[src/rtl/nor_prog_pkg.sv]
package nor_prog_pkg;
    typedef enum logic [1:0] {
        ST_OK      = 2'd0,
        ST_TIMEOUT = 2'd1,
        ST_ILLEGAL = 2'd2
    } status_e;

    typedef enum logic [2:0] {
        C_IDLE, C_PRECHK, C_CMD, C_POLL, C_ABORT, C_DONE
    } ctrl_e;

    typedef enum logic [1:0] {
        B_IDLE, B_SETUP, B_ACT, B_HOLD
    } bus_e;

    localparam logic [7:0] CMD_KEY1   = 8'hAA;
    localparam logic [7:0] CMD_KEY2   = 8'h55;
    localparam logic [7:0] CMD_PROG   = 8'hA0;
    localparam logic [7:0] CMD_ESETUP = 8'h80;
    localparam logic [7:0] CMD_CHIPER = 8'h10;
    localparam logic [7:0] CMD_RESET  = 8'hF0;
endpackage

[src/rtl/nor_cmd_seq.sv]
module nor_cmd_seq
    import nor_prog_pkg::*;
#(
    parameter int AW = 18
) (
    input  logic          is_erase,
    input  logic [2:0]    idx,
    input  logic [AW-1:0] tgt_addr,
    input  logic [7:0]    tgt_data,
    output logic [AW-1:0] wr_addr,
    output logic [7:0]    wr_data,
    output logic          last
);
    localparam logic [AW-1:0] KEY_A1 = AW'(12'h555);
    localparam logic [AW-1:0] KEY_A2 = AW'(12'h2AA);

    always_comb begin
        wr_addr = KEY_A1;
        wr_data = CMD_KEY1;
        unique case (idx)
            3'd0: begin wr_addr = KEY_A1; wr_data = CMD_KEY1; end
            3'd1: begin wr_addr = KEY_A2; wr_data = CMD_KEY2; end
            3'd2: begin wr_addr = KEY_A1; wr_data = is_erase ? CMD_ESETUP : CMD_PROG; end
            3'd3: begin
                wr_addr = is_erase ? KEY_A1 : tgt_addr;
                wr_data = is_erase ? CMD_KEY1 : tgt_data;
            end
            3'd4: begin wr_addr = KEY_A2; wr_data = CMD_KEY2; end
            3'd5: begin wr_addr = KEY_A1; wr_data = CMD_CHIPER; end
            default: begin wr_addr = KEY_A1; wr_data = CMD_KEY1; end
        endcase
        last = is_erase ? (idx == 3'd5) : (idx == 3'd3);
    end
endmodule

[src/rtl/nor_bus_cycle.sv]
module nor_bus_cycle
    import nor_prog_pkg::*;
#(
    parameter int AW          = 18,
    parameter int STROBE_CLKS = 3
) (
    input  logic          clk,
    input  logic          rst_n,
    input  logic          start,
    input  logic          wr,
    input  logic [AW-1:0] addr,
    input  logic [7:0]    wdata,
    input  logic [7:0]    dq_i,
    output logic          cyc_done,
    output logic [7:0]    rdata,
    output logic [AW-1:0] bus_addr,
    output logic [7:0]    dq_o,
    output logic          dq_oe,
    output logic          ce_n,
    output logic          we_n,
    output logic          oe_n
);
    localparam int CW = (STROBE_CLKS > 1) ? $clog2(STROBE_CLKS) : 1;
    localparam logic [CW-1:0] CNT_LAST = CW'(STROBE_CLKS - 1);

    typedef struct packed {
        bus_e          phase;
        logic [CW-1:0] cnt;
        logic          wr;
        logic [AW-1:0] addr;
        logic [7:0]    data;
        logic [7:0]    rdata;
        logic          done;
    } bus_t;

    bus_t s_d, s_q;

    always_comb begin
        s_d      = s_q;
        s_d.done = 1'b0;
        unique case (s_q.phase)
            B_IDLE: if (start) begin
                s_d.phase = B_SETUP;
                s_d.wr    = wr;
                s_d.addr  = addr;
                s_d.data  = wdata;
            end
            B_SETUP: begin
                s_d.phase = B_ACT;
                s_d.cnt   = '0;
            end
            B_ACT: begin
                if (s_q.cnt == CNT_LAST) begin
                    s_d.phase = B_HOLD;
                    if (!s_q.wr) s_d.rdata = dq_i;
                end else begin
                    s_d.cnt = s_q.cnt + 1'b1;
                end
            end
            B_HOLD: begin
                s_d.phase = B_IDLE;
                s_d.done  = 1'b1;
            end
            default: s_d.phase = B_IDLE;
        endcase
    end

    always_ff @(posedge clk or negedge rst_n) begin
        if (!rst_n) begin
            s_q <= '{phase: B_IDLE, cnt: '0, wr: 1'b0, addr: '0,
                     data: '0, rdata: '0, done: 1'b0};
        end else begin
            s_q <= s_d;
        end
    end

    assign cyc_done = s_q.done;
    assign rdata    = s_q.rdata;
    assign bus_addr = s_q.addr;
    assign dq_o     = s_q.data;
    assign dq_oe    = s_q.wr && (s_q.phase != B_IDLE);
    assign ce_n     = (s_q.phase != B_ACT);
    assign we_n     = !((s_q.phase == B_ACT) && s_q.wr);
    assign oe_n     = !((s_q.phase == B_ACT) && !s_q.wr);
endmodule

[src/rtl/nor_prog_ctrl.sv]
module nor_prog_ctrl
    import nor_prog_pkg::*;
#(
    parameter int AW            = 18,
    parameter int STROBE_CLKS   = 3,
    parameter int MAX_POLLS     = 4096,
    parameter bit CHECK_ILLEGAL = 1'b1
) (
    input  logic          clk,
    input  logic          rst_n,
    input  logic          req_valid,
    output logic          req_ready,
    input  logic          req_erase,
    input  logic [AW-1:0] req_addr,
    input  logic [7:0]    req_data,
    output logic          done,
    output logic [1:0]    status,
    output logic [AW-1:0] flash_addr,
    output logic [7:0]    flash_dq_o,
    output logic          flash_dq_oe,
    input  logic [7:0]    flash_dq_i,
    output logic          flash_ce_n,
    output logic          flash_we_n,
    output logic          flash_oe_n
);
    localparam int PW = $clog2(MAX_POLLS + 1);
    localparam logic [PW-1:0] POLL_LAST = PW'(MAX_POLLS - 1);

    typedef struct packed {
        ctrl_e         st;
        logic          erase;
        logic [AW-1:0] addr;
        logic [7:0]    data;
        logic [2:0]    idx;
        logic [PW-1:0] polls;
        logic          wait_bus;
        status_e       status;
    } ctrl_t;

    ctrl_t c_d, c_q;

    logic          bus_start, bus_wr, bus_done;
    logic [AW-1:0] bus_a;
    logic [7:0]    bus_wd, bus_rd;
    logic [AW-1:0] seq_addr;
    logic [7:0]    seq_data;
    logic          seq_last;
    logic          exp_dq7;

    nor_cmd_seq #(.AW(AW)) u_seq (
        .is_erase (c_q.erase),
        .idx      (c_q.idx),
        .tgt_addr (c_q.addr),
        .tgt_data (c_q.data),
        .wr_addr  (seq_addr),
        .wr_data  (seq_data),
        .last     (seq_last)
    );

    nor_bus_cycle #(.AW(AW), .STROBE_CLKS(STROBE_CLKS)) u_bus (
        .clk      (clk),
        .rst_n    (rst_n),
        .start    (bus_start),
        .wr       (bus_wr),
        .addr     (bus_a),
        .wdata    (bus_wd),
        .dq_i     (flash_dq_i),
        .cyc_done (bus_done),
        .rdata    (bus_rd),
        .bus_addr (flash_addr),
        .dq_o     (flash_dq_o),
        .dq_oe    (flash_dq_oe),
        .ce_n     (flash_ce_n),
        .we_n     (flash_we_n),
        .oe_n     (flash_oe_n)
    );

    assign exp_dq7 = c_q.erase ? 1'b1 : c_q.data[7];

    always_comb begin
        c_d       = c_q;
        bus_start = 1'b0;
        bus_wr    = 1'b0;
        bus_a     = c_q.addr;
        bus_wd    = c_q.data;
        unique case (c_q.st)
            C_IDLE: if (req_valid) begin
                c_d.erase    = req_erase;
                c_d.addr     = req_addr;
                c_d.data     = req_data;
                c_d.idx      = '0;
                c_d.polls    = '0;
                c_d.wait_bus = 1'b0;
                c_d.st       = (CHECK_ILLEGAL && !req_erase) ? C_PRECHK : C_CMD;
            end
            C_PRECHK: begin
                bus_start = !c_q.wait_bus;
                if (!c_q.wait_bus) c_d.wait_bus = 1'b1;
                else if (bus_done) begin
                    c_d.wait_bus = 1'b0;
                    if ((c_q.data & ~bus_rd) != 8'h00) begin
                        c_d.status = ST_ILLEGAL;
                        c_d.st     = C_DONE;
                    end else begin
                        c_d.st = C_CMD;
                    end
                end
            end
            C_CMD: begin
                bus_wr    = 1'b1;
                bus_a     = seq_addr;
                bus_wd    = seq_data;
                bus_start = !c_q.wait_bus;
                if (!c_q.wait_bus) c_d.wait_bus = 1'b1;
                else if (bus_done) begin
                    c_d.wait_bus = 1'b0;
                    if (seq_last) c_d.st = C_POLL;
                    else          c_d.idx = c_q.idx + 1'b1;
                end
            end
            C_POLL: begin
                bus_start = !c_q.wait_bus;
                if (!c_q.wait_bus) c_d.wait_bus = 1'b1;
                else if (bus_done) begin
                    c_d.wait_bus = 1'b0;
                    if (bus_rd[7] == exp_dq7) begin
                        c_d.status = ST_OK;
                        c_d.st     = C_DONE;
                    end else if (c_q.polls == POLL_LAST) begin
                        c_d.st = C_ABORT;
                    end else begin
                        c_d.polls = c_q.polls + 1'b1;
                    end
                end
            end
            C_ABORT: begin
                bus_wr    = 1'b1;
                bus_a     = '0;
                bus_wd    = CMD_RESET;
                bus_start = !c_q.wait_bus;
                if (!c_q.wait_bus) c_d.wait_bus = 1'b1;
                else if (bus_done) begin
                    c_d.wait_bus = 1'b0;
                    c_d.status   = ST_TIMEOUT;
                    c_d.st       = C_DONE;
                end
            end
            C_DONE:  c_d.st = C_IDLE;
            default: c_d.st = C_IDLE;
        endcase
    end

    always_ff @(posedge clk or negedge rst_n) begin
        if (!rst_n) begin
            c_q <= '{st: C_IDLE, erase: 1'b0, addr: '0, data: '0, idx: '0,
                     polls: '0, wait_bus: 1'b0, status: ST_OK};
        end else begin
            c_q <= c_d;
        end
    end

    assign req_ready = (c_q.st == C_IDLE);
    assign done      = (c_q.st == C_DONE);
    assign status    = c_q.status;
endmodule

[config.mk]
export PLATFORM = sky130hd
export DESIGN_NAME = nor_prog_ctrl
export DESIGN_NICKNAME = d
export VERILOG_FILES = /design/src/rtl/nor_prog_pkg.sv /design/src/rtl/nor_cmd_seq.sv /design/src/rtl/nor_bus_cycle.sv /design/src/rtl/nor_prog_ctrl.sv
export SDC_FILE = /design/constraint.sdc
export NUM_CORES = 1
export LEC_CHECK = 0
export BUFFER_PORTS_ARGS = -buffer_cell sky130_fd_sc_hd__buf_2
export CORE_MARGIN = 2
export CORE_UTILIZATION = 44
export DETAILED_ROUTE_END_ITERATION = 12
export GPL_ROUTABILITY_DRIVEN = 0
export PLACE_DENSITY = 0.77
export SLEW_MARGIN = 20
export SYNTH_ARGS = -nofsm -noshare
export SYNTH_HDL_FRONTEND = slang
export SYNTH_SLANG_ARGS = --single-unit
export TNS_END_PERCENT = 50
[constraint.sdc]
create_clock -name clk -period 6.2 [get_ports clk]
set_clock_uncertainty 0.2 [all_clocks]
set_input_delay 1.24 -clock clk [delete_from_list [all_inputs] [get_ports clk]]
set_output_delay 1.24 -clock clk [all_outputs]
set_load 0.005 [all_outputs]
[Yosys cells after proc, flatten, opt, wreduce, memory -nomap -nowiden]
Cells that the tools add are included.
Operators by class
  $add $sub $neg: 3
  $mul: 0
  divide/modulo/power cells: 0
  magnitude comparators: 0
  eq/ne operators: 36
  shifts and indexed selects: 0
  muxes and demuxes: 55
  bitwise logic cells: 3
  reduce and logical (&&, ||, !) cells: 29
Operators by type and width (number)
  $pmux 18 s2: 2
  $mux 3: 17
  $mux 47: 1
  $mux 13: 3
  $pmux 8 s4: 1
  $ne 2x2->1 const B: 14
  $pmux 13 s2: 1
  $mux 18: 1
  $mux 2: 9
  $mux 16: 1
  $pmux 8 s2: 1
  $pmux 3 s5: 1
  $add 13x1->13 const B: 1
  $eq 13x12->1 const B: 1
  $eq 3x2->1 const B: 4
  $eq 3x3->1 const B: 4
  $reduce_and 11->1: 1
  $mux 1: 10
  $ne 2x1->1 const B: 5
  $reduce_and 2->1: 5
  $reduce_and 9->1: 1
  $and 8x8->8: 1
  $mux 8: 1
  $not 8->8: 1
  other kinds (27): 39
Storage, ports and cells
  flip-flop bits (word level): 89
  latch bits: 0
  bits in writable memories: 0
  bits in read-only memories: 0
  input port bits: 38
  logic and storage cells: 141
  memories: 0

[Logic depth before layout (Yosys ltp)]
Gate-level depths: netlist of run 1.
  depth after elaboration: 7
  depth in mapped cells: 8
  mapped depth without buffers: 7

[Cells and area by module]
Synthesis of run 1 repeated with hierarchy kept, for this count alone.
Second synthesis, totals
  cell total of the unflattened synthesis: 527
  area total of the unflattened synthesis: 5161.2 µm²
By module, submodules not included
  nor_prog_ctrl: instances 1, cells each 319, area an instance 2767.7 µm², seq. area each 1226.2 µm²
  nor_bus_cycle: instances 1, cells each 137, area an instance 1983.2 µm², seq. area each 1001.0 µm²
  nor_cmd_seq: instances 1, cells each 71, area an instance 410.4 µm², seq. area each 0.0 µm²

[Worst setup path after synthesis of run 1]
No wires, ideal clock.
  path kind: input -> register
  from: in req_valid
  to: reg c_q[46] (netlist name)
  data arrival time: 2126 ps
  required time: 5875 ps
  slack: 3749 ps
  stages: 4
  cells stage by stage: mux2i_1 -> a2111oi_4 -> nand2_2 -> mux2_4
Between the ends
  cells in the longest elaborated chain, start to end: 2
Ends and longest elaborated chain
  from (decl): RTL line nor_prog_ctrl.sv:11  | input logic req_valid,
  $ne 2x2->1 (no line)
  $reduce_and 11->1 (no line)
  to (signal assigned): RTL line nor_prog_ctrl.sv:155  | c_q <= '{st: C_IDLE, erase: 1'b0, addr: '0, data: '0, idx: '0,
  to (decl): RTL line nor_prog_ctrl.sv:40  | ctrl_t c_d, c_q;
Every way passes these cells.
A chain may end at the register's enable or synchronous reset.

[Worst setup path in the final report of run 1]
  from: reg c_q[48] (netlist name)
  to: out done
Between the ends
  cells in the longest elaborated chain, start to end: 1
Ends and longest elaborated chain
  $eq 3x3->1: RTL line nor_prog_ctrl.sv:163  | assign done = (c_q.st == C_DONE);
  to (decl): RTL line nor_prog_ctrl.sv:16  | output logic done,
Every way passes these cells.

==> flow_metrics.py, run 1 <==
metrics = {
    "run_status": {
        "outcome": "complete, no violations",
    },
    "cts": {
        "cts.path.max_buffers": 2,
        "cts_tree": "built",
        "h-tree-depth": 3,
        "ctsResizeCount": 0,
        "root_buffer": "clkbuf_8",
        "clock_latency_ps": 370,
        "postCtsSetupBuffers": 0,
        "cts_hold_buf": 0,
        "numCtsBuffers": 9,
        "cts.clk_slew.worst_paths_ps": 100,
        "cts.sinks": 89,
    },
    "floorplan": {
        "die_w_microns": 106,
        "die_y_microns": 106,
        "ios": 72,
        "die-area_sq_mm": 0.0112,
        "coreArea_sq_mm": 0.0102,
        "initial_utilization": 0.446,
        "row_count": 37,
    },
    "setup_path": {
        "crit_fanout": 14,
        "crit_slowest_cell": "dfrtp_1",
        "worstPathRequired_ps": 4760,
        "start_kind": "flop",
        "max_stage_delay_ps": 610,
        "cpLargestDelayFamily": "flip-flops",
        "cp-end-kind": "primary output",
        "critical_path_buf_inv_count": 2,
        "critPathKind": "reg2out",
        "path_cells": "inv_1 -> nor3_1 -> buf_2",
        "cp.arrival_ps": 1610,
    },
    "finish": {
        "fin_nets": 549,
        "n_antenna_cell": 0,
        "area_growth_pct": 9.69,
        "layout.cells.non_filler": 641,
        "drive_above_1_share": 0.257,
        "final_area_sq_mm": 0.00499,
    },
    "placed_design": {
        "placed_area_sq_mm": 0.00480,
        "dp.cells": 625,
        "port_buffers": 71,
        "pre_cts_ws_ps": 3530,
        "dp_hpwl_microns": 6760,
    },
    "synth": {
        "ys_async_sr_fraction": 1.00,
        "synth.distinct_cells": 55,
        "ys_top_cells_by_area": "dfrtp_1, mux2_2, nand2_1",
        "synth-seq-area-share": 0.490,
        "ys_ff_latch": 89,
        "syn_area_per_cell_sq_um": 9.86,
        "yosysMostFrequentCell": "dfrtp_1",
        "syn_area_sq_mm": 0.00455,
        "synthesis.nets": 510,
        "yosysWarnings": 0,
        "synthCells": 461,
        "synth_edf_count": 0,
        "synth_top_cell_by_area": "dfrtp_1",
        "synth_flop_cell": "dfrtp_1",
        "yosys.area.top_type_share": 0.490,
        "synth_commonest_cells": "dfrtp_1, nand2_1, o21ai_1",
    },
    "drt": {
        "drc": 0,
        "drt_pass1_iterations": 5,
        "drtIter0Drc": 294,
        "wire_per_inst_microns": 14.7,
        "finalWirelength_microns": 9430,
        "vias": 3391,
        "vias_per_cell": 5.29,
        "drtAntennaViolNets": 0,
    },
    "timing": {
        "final.setup.tns_ps": 0,
        "fmax_ghz": 0.328,
        "fin_crit_ps": 3050,
        "hold_viol": 0,
        "setup_viol": 0,
        "drv_slew": 0,
        "rsz0062_at_grt": "no",
        "maxSlewHeadroom": 0.396,
        "tightestPinTransition_ps": 906,
        "period_share": 0.492,
        "setup_slack_ps": 3150,
    },
    "grt": {
        "grt_use_total": 0.177,
        "grt_antenna_before_repair": 0,
        "grt_max_degree": 76,
        "grt_overflow": 0,
        "grt_pass1_wl_microns": 15800,
        "grt_pass1_vias": 3292,
    },
    "power": {
        "vdd_drop_max_mv": 0.251,
        "leakage_nw": 2.26,
        "power_density_mw_per_mm2": 488,
    },
    "flow_run": {
        "cap_viol_max_count": 0,
    },
    "min_path": {
        "hp-class": "reg2reg",
    },
}
cell type report:
| type | count | area [sq um] |
|---|---|---|
| Multi-Input combinational cell | 305 | 1940 |
| Inverter | 21 | 78.8 |
| Fill cell | 966 | 5200 |
| Clock inverter | 6 | 48.8 |
| Sequential cell | 89 | 2230 |
| Timing Repair Buffer | 74 | 380 |
| Tap cell | 136 | 170 |
| Clock buffer | 10 | 138 |
registers in the layout (all words and copies together), names as in the netlist:
name / flops
status: 2
u_bus.cyc_done: 1
u_bus.dq_o: 8
u_bus.s_q: 5
u_bus.bus_addr: 18
c_q: 47
u_bus.rdata: 8
per-stage QoR:
step / hold slack (ps) / total power [mW] / util
2_1_floorplan: 248 / 1.86 / -
3_3_place_gp: 264 / 2.01 / 0.471
3_5_place_dp: 271 / 2.06 / 0.471
4_1_cts: 294 / 2.45 / 0.490
5_1_grt: 313 / 2.64 / 0.490
6_report: 285 / 2.43 / 0.490
report_power, final:
group	switching, mW	internal (mW)
clock	0.224	0.162
combinational	0.583	0.455
sequential	0.193	0.817
total	0.999	1.43
tightest hold or removal path: stages (launching register included):
cell     delay (ps)
dfrtp_1         350
nand2_1          50
o21ai_1          60
path summary, 6_finish.rpt:
check / startpoint / slack [ps] / endpoint / cells after the start
hold / removal: u_bus.bus_addr[4] / 290 / u_bus.bus_addr[4] / 2
setup / recovery: c_q[48] / 3150 / done / 3
hold reg to reg: u_bus.bus_addr[4] / 290 / u_bus.bus_addr[4] / 2
min in group asynchronous: rst_n / 510 / c_q[4] / 1
max in group asynchronous: rst_n / 4140 / u_bus.bus_addr[0] / 2
setup reg to reg: c_q[47] / 3700 / c_q[11] / 5
cells by family after synthesis:
kind of cell | Yosys count | share of synthesized area
buffers and inverters | 67 | 0.0826
AO/OA/AOI/OAI | 117 | 0.157
AND/OR/NAND/NOR | 142 | 0.154
XOR/XNOR | 1 | 0.00193
adder cells (fa/ha/maj) | 11 | 0.0303
flip-flops | 89 | 0.490
multiplexers | 34 | 0.0845
layer usage:
layer | track usage | share of wire | up-vias
li1 | - | - | 1664
met3 | 0.0359 | 0.037 | 16
met4 | 0.0789 | 0.023 | 0
met5 | 0 | 0 | -
met1 | 0.238 | 0.45 | 1626
met2 | 0.278 | 0.48 | 85
cell usage in the layout (no fill, tap or decap), drive strengths merged, types with 5 or more instances in the layout:
cell,count
a21oi,32
buf,74
clkbuf,10
dfrtp,89
ha,11
inv,24
mux2,32
nand2,74
nand2b,9
nand3,13
nand4,6
nor2,11
o21ai,55
o22ai,6
o31ai,6
or3,5
(Power assumes the default switching activity.)
==> inputs of run 2 (changes only) <==
clock period = 3.1 ns   (was 6.2 ns; I/O delays follow)
==> flow_metrics.py, run 2 (synthesized netlist as in run 1, its figures left out) <==
metrics = {
    "drt": {
        "vias_per_cell": 5.41,
        "drtIter0Drc": 351,
        "drt_pass1_iterations": 5,
        "drtAntennaViolNets": 0,
        "wire_per_inst_microns": 14.7,
        "finalWirelength_microns": 9440,
        "vias": 3475,
        "drc": 0,
    },
    "cts": {
        "cts_hold_buf": 0,
        "postCtsSetupBuffers": 0,
        "cts.path.max_buffers": 2,
        "cts_tree": "built",
        "cts.sinks": 89,
        "h-tree-depth": 3,
        "clock_latency_ps": 370,
        "ctsResizeCount": 0,
        "root_buffer": "clkbuf_8",
        "numCtsBuffers": 9,
        "cts.clk_slew.worst_paths_ps": 90,
    },
    "setup_path": {
        "cp-end-kind": "primary output",
        "crit_fanout": 14,
        "worstPathRequired_ps": 2280,
        "start_kind": "flop",
        "rr_worst_depth": 5,
        "critPathKind": "reg2out",
        "cp.arrival_ps": 1750,
    },
    "finish": {
        "nFillCells": 951,
        "layout_common_cells": "dfrtp_1, nand2_1, buf_2, o21ai_1, a21oi_1",
        "drive_above_1_share": 0.259,
        "area_growth_pct": 10.2,
        "largest_register_ffs": 47,
        "n_antenna_cell": 0,
        "largest_register": "c_q",
        "utilization": 0.492,
        "fin_nets": 550,
        "final_common_cell": "dfrtp_1",
    },
    "floorplan": {
        "coreArea_sq_mm": 0.0102,
        "die_w_microns": 106,
        "initial_utilization": 0.446,
        "die-area_sq_mm": 0.0112,
        "die_y_microns": 106,
        "row_count": 37,
        "ios": 72,
    },
    "grt": {
        "grt_pass1_wl_microns": 15900,
        "grt_antenna_before_repair": 0,
        "grt_use_total": 0.176,
        "grt_overflow": 0,
        "grt_max_degree": 48,
        "grt_pass1_vias": 3300,
    },
    "power": {
        "vdd_drop_max_mv": 0.433,
        "power_density_mw_per_mm2": 979,
        "leakage_nw": 2.27,
        "power.total_mw": 4.91,
    },
    "timing": {
        "holdWs_ps": 46.0,
        "hold_viol": 0,
        "period_share": 0.829,
        "maxSlewHeadroom": 0.582,
        "tightestPinTransition_ps": 625,
        "fin_crit_ps": 2570,
        "drv_slew": 0,
        "setup_viol": 0,
        "rsz0062_at_grt": "no",
        "fmax_ghz": 0.389,
        "final.setup.tns_ps": 0,
    },
    "min_path": {
        "hp-class": "in2async",
    },
    "flow_run": {
        "cap_viol_max_count": 0,
    },
    "run_status": {
        "outcome": "complete, no violations",
    },
    "placed_design": {
        "port_buffers": 71,
        "dp_hpwl_microns": 6840,
    },
}
==> run 2: cell type report <==
type / instances / area (sq um) / area share
multi-input cells: 305 / 1940 / 0.388
clock buffers: 9 / 124 / 0.0247
repair buffers: 75 / 400 / 0.0799
inverters: 21 / 78.8 / 0.0157
well taps: 136 / 170 / 0.0339
clock inverters: 7 / 67.6 / 0.0135
flip-flops and latches: 89 / 2230 / 0.444
==> run 2: final timing paths <==
| kind | startpoint | endpoint | slack, ps |
|---|---|---|---|
| setup / recovery | c_q[48] | done | 530 |
| hold / removal | rst_n | u_bus.s_q[37] | 50 |
| setup reg to reg | c_q[47] | c_q[11] | 600 |
| hold reg to reg | u_bus.bus_addr[4] | u_bus.bus_addr[4] | 280 |
| max in group asynchronous | rst_n | u_bus.dq_o[5] | 1990 |
| min in group clk | req_data[5] | c_q[24] | 270 |
==> run 2: worst max-delay path, cell delays in order (launching register included) <==
cell and delay (ps):
dfrtp_1 640, inv_1 260, nor3_1 320, buf_2 170
==> run 2: per-stage QoR <==
| stage | worst slack (ps) | area (sq um) | cells |
|---|---|---|---|
| global placement | 710 | 4820 | 626 |
| global route | 446 | 5010 | 642 |
| floorplan | 960 | 4550 | 461 |
| CTS | 545 | 5010 | 642 |
| detailed placement | 652 | 4820 | 626 |
| finish | 531 | 5010 | 642 |
==> run 2: where the power goes <==
group	internal (mW)	switching, mW	leakage, nW
Sequential	1.63	0.392	1.11
Clock	0.315	0.465	0.0962
Combinational	0.917	1.18	1.06
==> run 2: routing by layer <==
layer	global-route usage	share of wire	vias to the layer above
li1	-	-	1674
met1	0.239	0.45	1673
met2	0.281	0.49	109
met3	0.0297	0.044	19
met4	0.0714	0.018	0
met5	0	0	-
